<file path="config.mk">
export PLATFORM = sky130hd
export DESIGN_NAME = long_reg_bridge
export DESIGN_NICKNAME = d
export VERILOG_FILES = /design/src/rtl/lrb_pkg.sv /design/src/rtl/lrb_seq_fsm.sv /design/src/rtl/lrb_windows.sv /design/src/rtl/lrb_bank.sv /design/src/rtl/long_reg_bridge.sv
export SDC_FILE = /design/constraint.sdc
export NUM_CORES = 1
export LEC_CHECK = 0
export ABC_AREA = 1
export BUFFER_PORTS_ARGS = -buffer_cell sky130_fd_sc_hd__buf_2
export CAP_MARGIN = 20
export CORE_AREA = 2 2 242 291
export DETAILED_ROUTE_END_ITERATION = 12
export DIE_AREA = 0 0 244 293
export SYNTH_ARGS = -nofsm -noshare
export SYNTH_HDL_FRONTEND = slang
export SYNTH_SLANG_ARGS = --single-unit
export TNS_END_PERCENT = 5
</file>
<file path="constraint.sdc">
create_clock -name clk -period 4.9 [get_ports clk]
set_input_delay 0.49 -clock clk [delete_from_list [all_inputs] [get_ports clk]]
set_output_delay 0.49 -clock clk [all_outputs]
set_load 0.01 [all_outputs]
</file>
<file path="src/rtl/lrb_pkg.sv">
package lrb_pkg;

    typedef enum logic [1:0] {
        ST_IDLE   = 2'd0,
        ST_COMMIT = 2'd1,
        ST_SNAP   = 2'd2
    } seq_state_t;

    // long register numbers
    localparam int LA_FILL    = 5;
    localparam int LA_ELAPSED = 7;
    localparam int LA_LEVELS  = 8;
    localparam int LA_FLAGS   = 9;
    localparam int LA_CAPCTL  = 10;
    localparam int LA_TESTID  = 100;

    // writable config registers occupy long addresses 0 .. N_CFG-1
    localparam int N_CFG = 6;

    localparam logic [63:0] TEST_WORD = 64'h1234_5678_8765_4321;

    // capture control bit positions
    localparam int CC_TRG      = 0;
    localparam int CC_CLR_TB   = 2;
    localparam int CC_FLUSH    = 4;
    localparam int CC_CLR_FULL = 5;
    localparam int CC_CLR_CNT  = 6;

    localparam int N_PULSE = 4;

endpackage

</file>
<file path="src/rtl/lrb_seq_fsm.sv">
module lrb_seq_fsm
    import lrb_pkg::*;
#(
    parameter int            AW          = 16,
    parameter logic [AW-1:0] STROBE_ADDR = 16'h10B0
) (
    input  logic          clk,
    input  logic          rst_n,
    input  logic [AW-1:0] bus_addr,
    input  logic          bus_wr,
    input  logic          bus_rd,
    output logic          commit_en,
    output logic          snap_en
);

    seq_state_t state, state_nxt;

    logic strobe_wr;
    logic strobe_rd;

    assign strobe_wr = bus_wr && (bus_addr == STROBE_ADDR);
    assign strobe_rd = bus_rd && !bus_wr && (bus_addr == STROBE_ADDR);

    always_ff @(posedge clk or negedge rst_n) begin
        if (!rst_n) begin
            state <= ST_IDLE;
        end else begin
            state <= state_nxt;
        end
    end

    always_comb begin
        state_nxt = ST_IDLE;
        unique case (state)
            ST_IDLE, ST_COMMIT, ST_SNAP: begin
                if (strobe_wr) begin
                    state_nxt = ST_COMMIT;
                end else if (strobe_rd) begin
                    state_nxt = ST_SNAP;
                end else begin
                    state_nxt = ST_IDLE;
                end
            end
            default: state_nxt = ST_IDLE;
        endcase
    end

    always_comb begin
        commit_en = 1'b0;
        snap_en   = 1'b0;
        unique case (state)
            ST_IDLE:   ;
            ST_COMMIT: commit_en = 1'b1;
            ST_SNAP:   snap_en   = 1'b1;
            default:   ;
        endcase
    end

    // a strobe write always leads to a commit cycle
    p_strobe_wr_commit_r2: assert property (@(posedge clk) disable iff (!rst_n)
        (bus_wr && bus_addr == STROBE_ADDR) |=> commit_en && !snap_en);

    // a strobe read without a write leads to a snapshot cycle
    p_strobe_rd_snap_r3: assert property (@(posedge clk) disable iff (!rst_n)
        (bus_rd && !bus_wr && bus_addr == STROBE_ADDR) |=> snap_en && !commit_en);

    // no strobe, no transfer
    p_no_strobe_idle_r2: assert property (@(posedge clk) disable iff (!rst_n)
        !((bus_wr || bus_rd) && bus_addr == STROBE_ADDR) |=> !commit_en && !snap_en);

endmodule

</file>
<file path="src/rtl/lrb_windows.sv">
module lrb_windows #(
    parameter int            AW          = 16,
    parameter int            DW          = 32,
    parameter logic [AW-1:0] STROBE_ADDR = 16'h10B0,
    parameter logic [AW-1:0] LADDR_ADDR  = 16'h10B4,
    parameter logic [AW-1:0] LOW_ADDR    = 16'h10B8,
    parameter logic [AW-1:0] HIGH_ADDR   = 16'h10BC
) (
    input  logic            clk,
    input  logic            rst_n,
    input  logic [AW-1:0]   bus_addr,
    input  logic            bus_wr,
    input  logic            bus_rd,
    input  logic [DW-1:0]   bus_wdata,
    input  logic [2*DW-1:0] snap_value,
    output logic [DW-1:0]   stage_addr,
    output logic [2*DW-1:0] stage_data,
    output logic [DW-1:0]   bus_rdata,
    output logic            bus_rvalid
);

    localparam int LW = 2 * DW;

    logic [DW-1:0] addr_q;
    logic [DW-1:0] low_q;
    logic [DW-1:0] high_q;
    logic [DW-1:0] rd_sel;
    logic          rd_fire;

    assign rd_fire    = bus_rd && !bus_wr;
    assign stage_addr = addr_q;
    assign stage_data = {high_q, low_q};

    always_ff @(posedge clk or negedge rst_n) begin
        if (!rst_n) begin
            addr_q <= '0;
            low_q  <= '0;
            high_q <= '0;
        end else if (bus_wr) begin
            if (bus_addr == LADDR_ADDR) addr_q <= bus_wdata;
            if (bus_addr == LOW_ADDR)   low_q  <= bus_wdata;
            if (bus_addr == HIGH_ADDR)  high_q <= bus_wdata;
        end
    end

    always_comb begin
        rd_sel = '0;
        if (bus_addr == LADDR_ADDR) begin
            rd_sel = addr_q;
        end else if (bus_addr == LOW_ADDR) begin
            rd_sel = snap_value[DW-1:0];
        end else if (bus_addr == HIGH_ADDR) begin
            rd_sel = snap_value[LW-1:DW];
        end
    end

    always_ff @(posedge clk or negedge rst_n) begin
        if (!rst_n) begin
            bus_rvalid <= 1'b0;
            bus_rdata  <= '0;
        end else begin
            bus_rvalid <= rd_fire;
            bus_rdata  <= rd_fire ? rd_sel : '0;
        end
    end

    // every accepted read is answered in the next cycle
    p_read_answered_r4: assert property (@(posedge clk) disable iff (!rst_n)
        (bus_rd && !bus_wr) |=> bus_rvalid);

    // no response without a request
    p_no_spurious_rvalid_r4: assert property (@(posedge clk) disable iff (!rst_n)
        !(bus_rd && !bus_wr) |=> !bus_rvalid);

    // the strobe window reads as zero
    p_strobe_reads_zero_r3: assert property (@(posedge clk) disable iff (!rst_n)
        (bus_rd && !bus_wr && bus_addr == STROBE_ADDR) |=> bus_rdata == '0);

endmodule

</file>
<file path="src/rtl/lrb_bank.sv">
module lrb_bank
    import lrb_pkg::*;
#(
    parameter int DW = 32
) (
    input  logic                         clk,
    input  logic                         rst_n,
    input  logic                         commit_en,
    input  logic                         snap_en,
    input  logic [DW-1:0]                sel_addr,
    input  logic [2*DW-1:0]              wr_data,
    input  logic [2*DW-1:0]              stat_elapsed,
    input  logic [2*DW-1:0]              stat_levels,
    input  logic [2*DW-1:0]              stat_flags,
    output logic [N_CFG-1:0][2*DW-1:0]   cfg_out,
    output logic                         trg_en,
    output logic [N_PULSE-1:0]           pulse,
    output logic [2*DW-1:0]              snap_q
);

    localparam int LW = 2 * DW;

    logic [LW-1:0] cfg_q [N_CFG];
    logic [LW-1:0] rd_mux;
    logic          hit_capctl;

    assign hit_capctl = (sel_addr == DW'(LA_CAPCTL));

    for (genvar g = 0; g < N_CFG; g++) begin : g_cfg
        always_ff @(posedge clk or negedge rst_n) begin
            if (!rst_n) begin
                cfg_q[g] <= '0;
            end else if (commit_en && sel_addr == DW'(g)) begin
                cfg_q[g] <= wr_data;
            end
        end
        assign cfg_out[g] = cfg_q[g];
    end

    // capture control: bit 0 held, command bits pulse for one cycle
    always_ff @(posedge clk or negedge rst_n) begin
        if (!rst_n) begin
            trg_en <= 1'b0;
            pulse  <= '0;
        end else if (commit_en && hit_capctl) begin
            trg_en <= wr_data[CC_TRG];
            pulse  <= {wr_data[CC_CLR_CNT], wr_data[CC_CLR_FULL],
                       wr_data[CC_FLUSH],   wr_data[CC_CLR_TB]};
        end else begin
            pulse  <= '0;
        end
    end

    always_comb begin
        rd_mux = '0;
        if (sel_addr == DW'(LA_FILL)) begin
            rd_mux = cfg_q[LA_FILL];
        end else if (sel_addr == DW'(LA_ELAPSED)) begin
            rd_mux = stat_elapsed;
        end else if (sel_addr == DW'(LA_LEVELS)) begin
            rd_mux = stat_levels;
        end else if (sel_addr == DW'(LA_FLAGS)) begin
            rd_mux = stat_flags;
        end else if (hit_capctl) begin
            rd_mux = LW'(trg_en);
        end else if (sel_addr == DW'(LA_TESTID)) begin
            rd_mux = LW'(TEST_WORD);
        end
    end

    always_ff @(posedge clk or negedge rst_n) begin
        if (!rst_n) begin
            snap_q <= '0;
        end else if (snap_en) begin
            snap_q <= rd_mux;
        end
    end

    // a pulse is only seen right after a capture-control commit
    p_pulse_after_commit_r6: assert property (@(posedge clk) disable iff (!rst_n)
        (|pulse) |-> ($past(commit_en) && $past(sel_addr) == DW'(LA_CAPCTL)));

    // config registers hold while nothing is committed
    p_cfg_hold_r2: assert property (@(posedge clk) disable iff (!rst_n)
        !commit_en |=> $stable(cfg_out) && $stable(trg_en));

    // R9 (and R8): commits outside the writable set leave the outputs alone
    p_ignored_write_r9: assert property (@(posedge clk) disable iff (!rst_n)
        (commit_en && sel_addr >= DW'(N_CFG) && !hit_capctl)
        |=> $stable(cfg_out) && $stable(trg_en) && pulse == '0);

    // a snapshot of the test register yields the constant word
    p_test_word_r5: assert property (@(posedge clk) disable iff (!rst_n)
        (snap_en && sel_addr == DW'(LA_TESTID)) |=> snap_q == LW'(TEST_WORD));

    // the snapshot moves only on a snapshot cycle
    p_snap_hold_r3: assert property (@(posedge clk) disable iff (!rst_n)
        !snap_en |=> $stable(snap_q));

endmodule

</file>
<file path="src/rtl/long_reg_bridge.sv">
module long_reg_bridge
    import lrb_pkg::*;
#(
    parameter int            AW          = 16,
    parameter int            DW          = 32,
    parameter logic [AW-1:0] STROBE_ADDR = 16'h10B0,
    parameter logic [AW-1:0] LADDR_ADDR  = 16'h10B4,
    parameter logic [AW-1:0] LOW_ADDR    = 16'h10B8,
    parameter logic [AW-1:0] HIGH_ADDR   = 16'h10BC
) (
    input  logic            clk,
    input  logic            rst_n,
    input  logic [AW-1:0]   bus_addr,
    input  logic            bus_wr,
    input  logic            bus_rd,
    input  logic [DW-1:0]   bus_wdata,
    output logic [DW-1:0]   bus_rdata,
    output logic            bus_rvalid,
    input  logic [2*DW-1:0] stat_elapsed,
    input  logic [2*DW-1:0] stat_levels,
    input  logic [2*DW-1:0] stat_flags,
    output logic [2*DW-1:0] cfg_chan_mask,
    output logic [2*DW-1:0] cfg_div_count,
    output logic [2*DW-1:0] cfg_trg_value,
    output logic [2*DW-1:0] cfg_trg_type,
    output logic [2*DW-1:0] cfg_trg_enable,
    output logic [2*DW-1:0] cfg_fill_limit,
    output logic            cap_trg_en,
    output logic            cap_clr_timebase,
    output logic            cap_flush_fifo,
    output logic            cap_clr_fifofull,
    output logic            cap_clr_counter
);

    localparam int LW = 2 * DW;

    logic                      commit_en;
    logic                      snap_en;
    logic [DW-1:0]             stage_addr;
    logic [LW-1:0]             stage_data;
    logic [LW-1:0]             snap_q;
    logic [N_CFG-1:0][LW-1:0]  cfg_out;
    logic [N_PULSE-1:0]        pulse;

    lrb_seq_fsm #(
        .AW          (AW),
        .STROBE_ADDR (STROBE_ADDR)
    ) u_fsm (
        .clk       (clk),
        .rst_n     (rst_n),
        .bus_addr  (bus_addr),
        .bus_wr    (bus_wr),
        .bus_rd    (bus_rd),
        .commit_en (commit_en),
        .snap_en   (snap_en)
    );

    lrb_windows #(
        .AW          (AW),
        .DW          (DW),
        .STROBE_ADDR (STROBE_ADDR),
        .LADDR_ADDR  (LADDR_ADDR),
        .LOW_ADDR    (LOW_ADDR),
        .HIGH_ADDR   (HIGH_ADDR)
    ) u_win (
        .clk        (clk),
        .rst_n      (rst_n),
        .bus_addr   (bus_addr),
        .bus_wr     (bus_wr),
        .bus_rd     (bus_rd),
        .bus_wdata  (bus_wdata),
        .snap_value (snap_q),
        .stage_addr (stage_addr),
        .stage_data (stage_data),
        .bus_rdata  (bus_rdata),
        .bus_rvalid (bus_rvalid)
    );

    lrb_bank #(
        .DW (DW)
    ) u_bank (
        .clk          (clk),
        .rst_n        (rst_n),
        .commit_en    (commit_en),
        .snap_en      (snap_en),
        .sel_addr     (stage_addr),
        .wr_data      (stage_data),
        .stat_elapsed (stat_elapsed),
        .stat_levels  (stat_levels),
        .stat_flags   (stat_flags),
        .cfg_out      (cfg_out),
        .trg_en       (cap_trg_en),
        .pulse        (pulse),
        .snap_q       (snap_q)
    );

    assign cfg_chan_mask    = cfg_out[0];
    assign cfg_div_count    = cfg_out[1];
    assign cfg_trg_value    = cfg_out[2];
    assign cfg_trg_type     = cfg_out[3];
    assign cfg_trg_enable   = cfg_out[4];
    assign cfg_fill_limit   = cfg_out[5];

    assign cap_clr_timebase = pulse[0];
    assign cap_flush_fifo   = pulse[1];
    assign cap_clr_fifofull = pulse[2];
    assign cap_clr_counter  = pulse[3];

    // nothing is pending or pulsing in the first cycle after reset
    p_reset_quiet_r1: assert property (@(posedge clk) disable iff (!rst_n)
        $rose(rst_n) |-> !bus_rvalid && pulse == '0);

endmodule

</file>
==> results.json <==
{
  "outcome": "finished clean",
  "pin_count": 666,
  "synth_seq_cells": 584,
  "ys_seq_area_share_pct": 61.40,
  "hold_depth": 3,
  "critPathLaunchType": "register",
  "post_drt_wl_per_cell_um": 23.91,
  "detailroute.via_count": 20980,
  "rr_worst_depth": 9,
  "final_cell_mix": "nand2_1, buf_2, dfrtp_1",
  "place.gp.congestion": 0.9057,
  "route.detailed.drc": 0,
  "cp_max_fo": 89,
  "clock_skew_ns": 0.02067,
  "slew_violations": 0,
  "cp-end-kind": "register",
  "pwr-share-clk_pct": 49.6,
  "ctsHtreeMaxLevel": 2,
  "grt_overflow": 0,
  "synth.distinct_cells": 34,
  "antenna_found_initial": 27,
  "ys_warn_count": 0,
  "avgViaCountPerCell": 5.036,
  "final_cell_count_no_fill": 4165,
  "hp-class": "primary input to register",
  "mostFrequentLayoutCell": "nand2_1",
  "clock-sinks": 584,
  "cts_buffers": 60,
  "grt_pass1_wl_um": 141700,
  "power.density_nw_per_um2": 336.7,
  "dpl-instance-area_um2": 27800,
  "grt_usage_pct": 27.16,
  "r2r_slack_ns": 1.92,
  "ir_worst_vdd_uv": 302.1,
  "place_inst": 4047,
  "wl_um": 99570,
  "p_sw_mw": 2.196,
  "worstMarginPinSlew_ns": 1.037,
  "slew_headroom_pct": 30.81,
  "firstDrtPassIters": 6,
  "nets": 3447,
  "required_ns": 5.39,
  "cts_tree": "yes",
  "insertion_delay_ns": 0.64,
  "seq_power_share_pct": 47.7,
  "dieArea_um2": 71490,
  "final_layout_size_suffix_gt1_share_pct": 26.51,
  "netlist_instances": 2613,
  "row_count": 105,
  "clock-root-buffer": "clkbuf_16",
  "drtIter0Drc": 1894,
  "hold_viol_final": 0,
  "fin_crit_ns": 2.980,
  "crit_type": "register to register",
  "clkTransAtPathRegs_ns": 0.07,
  "die_x_um": 244,
  "p_int_mw": 7.910,
  "drtAntennaViolNets": 0,
  "core_area_um2": 68450,
  "drv_cap": 0,
  "hpwl_um": 72920,
  "areaGrowthSynthToFinish_pct": 26.12,
  "avgSynthCellArea_um2": 9.108,
  "ctsResizeCount": 0,
  "grt_pass1_vias": 19900,
  "clock.fmax_mhz": 335.5,
  "initial_core_util_pct": 34.77,
  "design_area_um2": 30020,
  "io_buffers": 665,
  "timing.setup.tns_ns": 0,
  "synthesis.area_um2": 23800,
  "switching_share_pct": 21.73,
  "leakage_nw": 15.57,
  "grt_max_degree": 99,
  "dieHeight_um": 293,
  "finalSetupViolCount": 0,
  "worst-endpoint-arrival_ns": 3.47,
  "cts_buffer_depth": 3,
  "fin_crit_sh_pct": 60.82,
  "p_comb_share_pct": 2.6,
  "rsz0062_at_grt": "false",
  "syn-num-nets": 2857
}
-- cell usage after synthesis --
cell,n,area [µm²]
inv_2,11,41.29
nand2_2,22,137.6
clkbuf_1,97,364.1
nor2_1,30,112.6
nor2_8,1,20.02
dlygate4sd1_1,4,35.03
nand2_4,1,11.26
clkbuf_4,2,15.01
buf_6,9,101.4
nor3_1,7,35.03
o211ai_1,15,112.6
and2_1,1,6.260
clkbuf_8,5,68.82
nand4_1,93,581.8
buf_4,7,52.55
a21oi_2,4,35.03
nand3_1,132,660.6
buf_2,44,220.2
o21ai_0,482,2412
dfrtp_1,584,14610
nand3_2,2,20.02
clkinv_1,1,3.750
nor3_4,1,16.27
a31oi_1,17,106.4
or2_2,1,6.260
nor3_2,1,10.01
nor2_2,9,56.30
o21ai_1,16,80.08
buf_1,2,7.510
nor2_4,4,45.04
nand2_1,863,3239
inv_1,123,461.7
clkbuf_2,1,5.000
a21oi_1,21,105.1
-- cell families after synthesis --
kind of cell           count (synthesis)  share of synthesized area, %
AOI/OAI and AO/OA                    555                         11.98
buffers and inverters                306                         5.783
DFF                                  584                         61.40
and+or+nand+nor                     1168                         20.83
-- final timing paths --
check,from,endpoint
worst max-delay path,u_win.stage_addr[9]$_DFFE_PN0P_,u_bank.cfg_out[147]$_DFFE_PN0P_
worst min-delay path,bus_wdata[29],u_win.high_q[29]$_DFFE_PN0P_
worst max register to register,u_win.stage_addr[9]$_DFFE_PN0P_,u_bank.cfg_out[147]$_DFFE_PN0P_
worst min register to register,u_bank.cfg_out[88]$_DFFE_PN0P_,u_bank.cfg_out[88]$_DFFE_PN0P_
max in group asynchronous,rst_n,u_bank.snap_q[51]$_DFFE_PN0N_
min in group asynchronous,rst_n,u_bank.cfg_out[82]$_DFFE_PN0P_
-- per-layer routing --
layer | GRT usage (%) | routed length [µm] | vias to the layer above
met4 | 8.894 | 3296 | 40
met5 | 0 | 284 | -
met3 | 7.070 | 7750 | 191
met1 | 35.39 | 40890 | 10190
met2 | 44.10 | 47350 | 817
li1 | - | - | 9738
-- registers in the layout, summed over array words and instances, names as in the netlist --
register,cells
u_bank.cfg_out,384
u_bank.snap_q,64
u_win.bus_rdata,32
u_win.high_q,32
u_win.low_q,32
u_win.stage_addr,32
u_bank.pulse,4
u_fsm.state,2
u_bank.trg_en,1
u_win.bus_rvalid,1
-- critical path, stage by stage, from the launching register on --
cell and delay, ns:
dfrtp_1 0.36, inv_1 0.20, nand2_1 0.10, nor2_2 0.10, nand2_2 0.20, nor3_1 0.34, nand3_4 0.75, buf_4 0.57
nand2_1 0.09, o21ai_0 0.09
-- metrics by stage --
step           utilization [%]  hold WS (ns)  setup WS (ns)  power (mW)
6_report                 43.86        0.1216          1.920       10.11
3_5_place_dp             40.62        0.4673          1.502       5.185
5_1_grt                  43.85        0.1135          1.623       10.40
4_1_cts                  43.79       0.08735          1.786       10.19
3_3_place_gp             40.59        0.4609          1.499       5.184
2_1_floorplan                -        0.1944          3.122       4.935
-- area by class of cell --
cell class | count | area (µm²)
fill | 6889 | 38430
sequential | 584 | 14610
tap | 909 | 1137
clock buffer | 85 | 1747
timing repair buffer | 699 | 3675
inverter | 135 | 506.7
antenna | 5 | 12.51
multi-input combinational | 1723 | 7909
clock inverter | 25 | 416.7
-- power groups by stage --
stage,Sequential (mW),Combinational [mW],Clock [mW]
floorplan,4.91,0.0213,0
global placement,4.91,0.271,0
detailed placement,4.91,0.272,0
CTS,4.82,0.274,5.10
global route,4.82,0.297,5.28
finish,4.82,0.266,5.02
-- repair_timing --
action / CTS / global route
endpoints found under the hold margin: 90 / 0
endpoints found under the setup margin: 0 / 0
setup buffers: 0 / 0
hold buffers: 1 / 0
Note: power is estimated with default switching activity, not from simulation.
